## src/rtl/tdm_fa_pkg.sv

```systemverilog
package tdm_fa_pkg;

    typedef enum logic [1:0] {
        ST_WAIT_IDLE = 2'd0,
        ST_ARMED     = 2'd1,
        ST_IN_PULSE  = 2'd2
    } fa_state_e;

    // sampling edges per 125 us frame for a given rate code
    function automatic int unsigned frame_len(input int unsigned base, input logic [1:0] rate);
        unique case (rate)
            2'd0:    return base;
            2'd1:    return base * 2;
            default: return base * 4;
        endcase
    endfunction

endpackage

```

## src/rtl/tdm_fa_sync.sv

```systemverilog
module tdm_fa_sync #(
    parameter int unsigned W = 2
) (
    input  logic         clk,
    input  logic [W-1:0] d,
    output logic [W-1:0] q
);
    // two-flop synchronizer per bit; no reset so reset release sees no edge
    for (genvar i = 0; i < W; i++) begin : g_bit
        logic s1, s2;
        always_ff @(posedge clk) begin
            s1 <= d[i];
            s2 <= s1;
        end
        assign q[i] = s2;
    end
endmodule

```

## src/rtl/tdm_fa_edge_sel.sv

```systemverilog
module tdm_fa_edge_sel (
    input  logic clk,
    input  logic bclk_s,
    input  logic fp_s,
    input  logic cfg_rising_edge,
    input  logic active_high,
    output logic samp,
    output logic fp_active
);
    logic bclk_prev;

    always_ff @(posedge clk) begin
        bclk_prev <= bclk_s;
    end

    logic rise_ev, fall_ev;
    always_comb begin
        rise_ev   = bclk_s & ~bclk_prev;
        fall_ev   = ~bclk_s & bclk_prev;
        samp      = cfg_rising_edge ? rise_ev : fall_ev;
        fp_active = (fp_s == active_high);
    end
endmodule

```

## src/rtl/tdm_fa_fsm.sv

```systemverilog
module tdm_fa_fsm
    import tdm_fa_pkg::*;
(
    input  logic clk,
    input  logic rst_n,
    input  logic samp,
    input  logic fp_active,
    input  logic gci_mode,
    output logic boundary
);
    fa_state_e state_q, state_d;

    // state register
    always_ff @(posedge clk or negedge rst_n) begin
        if (!rst_n) state_q <= ST_WAIT_IDLE;
        else        state_q <= state_d;
    end

    // next state
    always_comb begin
        state_d = state_q;
        unique case (state_q)
            ST_WAIT_IDLE: if (samp && !fp_active) state_d = ST_ARMED;
            ST_ARMED:     if (samp &&  fp_active) state_d = ST_IN_PULSE;
            ST_IN_PULSE:  if (samp && !fp_active) state_d = ST_ARMED;
            default:      state_d = ST_WAIT_IDLE;
        endcase
    end

    // outputs
    always_comb begin
        boundary = 1'b0;
        unique case (state_q)
            ST_WAIT_IDLE: boundary = 1'b0;
            ST_ARMED:     boundary = samp &&  fp_active && !gci_mode;
            ST_IN_PULSE:  boundary = samp && !fp_active &&  gci_mode;
            default:      boundary = 1'b0;
        endcase
    end
endmodule

```

## src/rtl/tdm_frame_align.sv

```systemverilog
module tdm_frame_align
    import tdm_fa_pkg::*;
#(
    parameter  int unsigned BASE_LEN = 512,
    localparam int unsigned CNT_W    = $clog2(BASE_LEN * 4) + 1
) (
    input  logic             clk,
    input  logic             rst_n,
    input  logic             bit_clk_pin,
    input  logic             frame_pulse_pin,
    input  logic             cfg_pulse_high,
    input  logic             cfg_gci_mode,
    input  logic             cfg_rising_edge,
    input  logic [1:0]       cfg_rate,
    output logic             frame_start,
    output logic [CNT_W-1:0] bit_count,
    output logic             frame_locked,
    output logic             frame_error
);
    logic [1:0] pins_s;
    logic       samp, fp_active, boundary;
    logic [CNT_W-1:0] last_idx;

    tdm_fa_sync #(.W(2)) u_sync (
        .clk (clk),
        .d   ({bit_clk_pin, frame_pulse_pin}),
        .q   (pins_s)
    );

    tdm_fa_edge_sel u_edge (
        .clk             (clk),
        .bclk_s          (pins_s[1]),
        .fp_s            (pins_s[0]),
        .cfg_rising_edge (cfg_rising_edge),
        .active_high     (cfg_pulse_high | cfg_gci_mode),
        .samp            (samp),
        .fp_active       (fp_active)
    );

    tdm_fa_fsm u_fsm (
        .clk       (clk),
        .rst_n     (rst_n),
        .samp      (samp),
        .fp_active (fp_active),
        .gci_mode  (cfg_gci_mode),
        .boundary  (boundary)
    );

    always_comb begin
        last_idx = CNT_W'(frame_len(BASE_LEN, cfg_rate) - 1);
    end

    always_ff @(posedge clk or negedge rst_n) begin
        if (!rst_n) begin
            frame_start  <= 1'b0;
            bit_count    <= '0;
            frame_locked <= 1'b0;
            frame_error  <= 1'b0;
        end else begin
            frame_start <= samp && boundary;
            if (samp) begin
                if (boundary) begin
                    bit_count    <= '0;
                    frame_locked <= 1'b1;
                    if (frame_locked && (bit_count != last_idx))
                        frame_error <= 1'b1;
                end else begin
                    bit_count <= bit_count + 1'b1;
                end
            end
        end
    end
endmodule

```

## config.mk

```make
export PLATFORM = sky130hd
export DESIGN_NAME = tdm_frame_align
export DESIGN_NICKNAME = d
export VERILOG_FILES = /design/src/rtl/tdm_fa_pkg.sv /design/src/rtl/tdm_fa_sync.sv /design/src/rtl/tdm_fa_edge_sel.sv /design/src/rtl/tdm_fa_fsm.sv /design/src/rtl/tdm_frame_align.sv
export SDC_FILE = /design/constraint.sdc
export NUM_CORES = 1
export LEC_CHECK = 0
export BUFFER_PORTS_ARGS = -buffer_cell sky130_fd_sc_hd__buf_2
export CORE_MARGIN = 5
export CORE_UTILIZATION = 57
export DETAILED_ROUTE_END_ITERATION = 8
export PLACE_DENSITY = 0.83
export REMOVE_ABC_BUFFERS = 1
export SLEW_MARGIN = 30
export SYNTH_ARGS = -nofsm -noshare
export SYNTH_HDL_FRONTEND = slang
export SYNTH_SLANG_ARGS = --single-unit
```

## constraint.sdc

```tcl
create_clock -name clk -period 4.36 [get_ports clk]
set_clock_uncertainty 0.1 [all_clocks]
set_input_delay 0.218 -clock clk [delete_from_list [all_inputs] [get_ports clk]]
set_output_delay 0.218 -clock clk [all_outputs]
set_load 0.005 [all_outputs]
```

==> flow_metrics.env <==
export IMPL_status="finished clean"
export IMPL_fin_crit_ps=1970
export IMPL_finalMaxSlewViolations=0
export IMPL_synthMuxAreaShare=0
export IMPL_syn2layout_area_growth_pct=16.7
export IMPL_finalSetupTns_ps=0
export IMPL_postPlaceCellArea_um2=1290
export IMPL_gp_congestion=0.834
export IMPL_first_pass_iters=4
export IMPL_drtIter0Drc=14
export IMPL_vias_per_cell=5.74
export IMPL_synth_compound_area_share=0.141
export IMPL_fillCellCount=158
export IMPL_critPathRequiredTime_ps=4440
export IMPL_synth_seq_area_share=0.455
export IMPL_power_leakage_nw=0.611
export IMPL_nets=160
export IMPL_syn_area_per_cell_um2=9.97
export IMPL_clk_latency_ps=310
export IMPL_ir_worst_vdd_v=0.000377
export IMPL_path_buf_inv=0
export IMPL_cp_max_fo=14
export IMPL_clock_path_buffers=2
export IMPL_die_y_um=55.0
export IMPL_cp_end_kind="flip-flop"
export IMPL_setup_violations=0
export IMPL_cts_htree_levels=1
export IMPL_final_common_cell="buf_2"
export IMPL_fin_util=0.695
export IMPL_grt_overflow=0
export IMPL_tritoncts="built"
export IMPL_ant_nets=0
export IMPL_vias=982
export IMPL_cts_sinks=22
export IMPL_critPathMaxStageDelay_ps=520
export IMPL_cts_made_buffers=3
export IMPL_seqCellArea_um2=526
export IMPL_arrival_ps=2050
export IMPL_grt_max_degree=18
export IMPL_ys_ff_latch=22
export IMPL_yosys_area_share_simple=0.229
export IMPL_final_cell_mix="buf_2, dfrtp_1, nor2_1"
export IMPL_slew_headroom=0.651
export IMPL_die_x_um=55.0
export IMPL_antenna_found_initial=0
export IMPL_max_clock_freq_mhz=508
export IMPL_tightest_slew_ps=523
export IMPL_synth_top_family_by_area="simple AND/OR/NAND/NOR gates"
export IMPL_wl_per_cell_um=13.4
export IMPL_path_delay_family="simple AND/OR/NAND/NOR gates"
export IMPL_coreArea_um2=1940
export IMPL_final_hold_viol_count=0
export IMPL_crit_chain="or3b_1, nand2_2, and3_1, o21ai_0"
export IMPL_rows=16
export IMPL_globalRouteTotalUtil=0.183
export IMPL_holdWs_ps=159
export IMPL_dp_hpwl_mm=1.76
export IMPL_synth_cells=116
export IMPL_multiInputGateArea_um2=599
export IMPL_synth_top_area_frac=0.368
export IMPL_critPathKind="reg -> reg"
export IMPL_grt_pass1_vias=939
export IMPL_synthesis_area_um2=1160
export IMPL_instances_no_fill=171
export IMPL_drive_above_1_share=0.243
export IMPL_yosysWarnings=0
export IMPL_dpl_cell_count=164
export IMPL_n_antenna_cell=0
export IMPL_io_buffers=23
export IMPL_cellPowerDensity_nw_per_um2=390
export IMPL_holdCritPathClass="in -> reg"
export IMPL_rsz0062_at_grt="false"
export IMPL_io_pins=24
export IMPL_r2r_setup_slack_ps=2390
export IMPL_fin_crit_sh=0.452
export IMPL_cpMaxStageDelayCell="and3_1"
export IMPL_start_kind="flip-flop"
export IMPL_clk_pin_slew_ps=110
export IMPL_grt_pass1_wl_mm=4.00
export IMPL_netlist_cell_type_count=38
export IMPL_synthTopCellsByArea="dfrtp_1, dfxtp_1, ha_1"
export IMPL_die_area_um2=3030
export IMPL_drt_total_wl_mm=2.29
export IMPL_p_total_mw=0.526
export IMPL_cts_resized=0
export IMPL_synth_area_leader_cell="dfrtp_1"
export IMPL_pre_cts_slack_ps=2390
export IMPL_start_util=0.595
export IMPL_drc=0
export IMPL_setup_slack_ps=2390
export IMPL_root_buffer="clkbuf_4"
export IMPL_synth_adder_area_share=0.0649
export IMPL_postLayoutCellArea_um2=1350
export IMPL_synthXorXnorAreaFrac=0.0833
export IMPL_maxCapViolations=0
-- layout make-up --
type                    count  area share
inverters                   5      0.0139
multi-input cells          87       0.444
clock buffers               4      0.0195
repair buffers             26       0.108
flip-flops and latches     22       0.390
well taps                  27      0.0250
-- worst register-to-register path: cells and delay by family (launching register included) --
kind / cells / cell delay [ps]
AND/OR/NAND/NOR: 3 / 1220
flip-flops: 1 / 360
AO/OA/AOI/OAI: 1 / 170
-- state kept, by name, indices dropped and copies added (netlist names) --
signal	cells
bit_count	12
u_fsm.state_q	2
frame_error	1
frame_locked	1
u_edge.bclk_prev	1
u_sync.g_bit.s2	2
u_sync.g_bit.s1	2
frame_start	1
-- final timing paths --
path | startpoint | to | cells after the start
worst max-delay path | u_sync.g_bit[1].s2$_DFF_P_ | bit_count[0]$_DFFE_PN0P_ | 4
worst min-delay path | cfg_rate[1] | frame_error$_DFFE_PN0P_ | 3
worst max register to register | u_sync.g_bit[1].s2$_DFF_P_ | bit_count[0]$_DFFE_PN0P_ | 4
worst min register to register | u_sync.g_bit[0].s1$_DFF_P_ | u_sync.g_bit[0].s2$_DFF_P_ | 0
max in group asynchronous | rst_n | u_fsm.state_q[0]$_DFFE_PN0P_ | 2
min in group asynchronous | rst_n | bit_count[5]$_DFFE_PN0P_ | 2
-- cell families after synthesis --
logic type / Yosys count
adder cells (fa/ha/maj): 6
AND/OR/NAND/NOR: 48
flip-flops: 22
AO/OA/AOI/OAI: 22
buffers and inverters: 7
XOR/XNOR: 11
-- repair_timing --
item                                   4_1_cts  5_1_grt
endpoints found under the hold margin       19        0
buffers inserted                             0        0
hold buffers                                 3        0
-- Yosys cell counts --
master,count
nand3_1,6
xor2_1,3
o41ai_1,1
o21ai_0,4
o31ai_1,1
or3_4,1
a2111oi_2,1
and3_1,1
a31oi_1,1
inv_1,5
a211o_1,1
a21oi_1,3
nor3_1,4
a311o_1,1
nand4_2,1
a22o_1,1
dfrtp_1,17
nand2_1,6
nor2_1,13
xnor2_1,8
nand2b_1,3
or2_2,3
nor3b_1,1
nand2_2,1
a21oi_2,1
and3b_1,1
o211ai_1,1
dfxtp_1,5
a41oi_1,1
buf_4,1
or3b_1,1
buf_2,1
and2_1,1
a211oi_1,5
ha_1,6
nand3b_1,2
nor4_1,2
or4_4,1
-- where the power goes --
group	internal (mW)	switching [mW]
combinational	0.0715	0.0784
clock	0.0357	0.0581
sequential	0.238	0.0444
-- layer usage --
| layer | vias up | routed length, um | GRT usage |
|---|---|---|---|
| li1 | 472 | - | - |
| met1 | 480 | 1040 | 0.252 |
| met2 | 25 | 1090 | 0.285 |
| met3 | 5 | 118 | 0.0322 |
| met4 | 0 | 44 | 0.0729 |
| met5 | - | 0 | 0 |
Note: power is estimated with default switching activity, not from simulation.
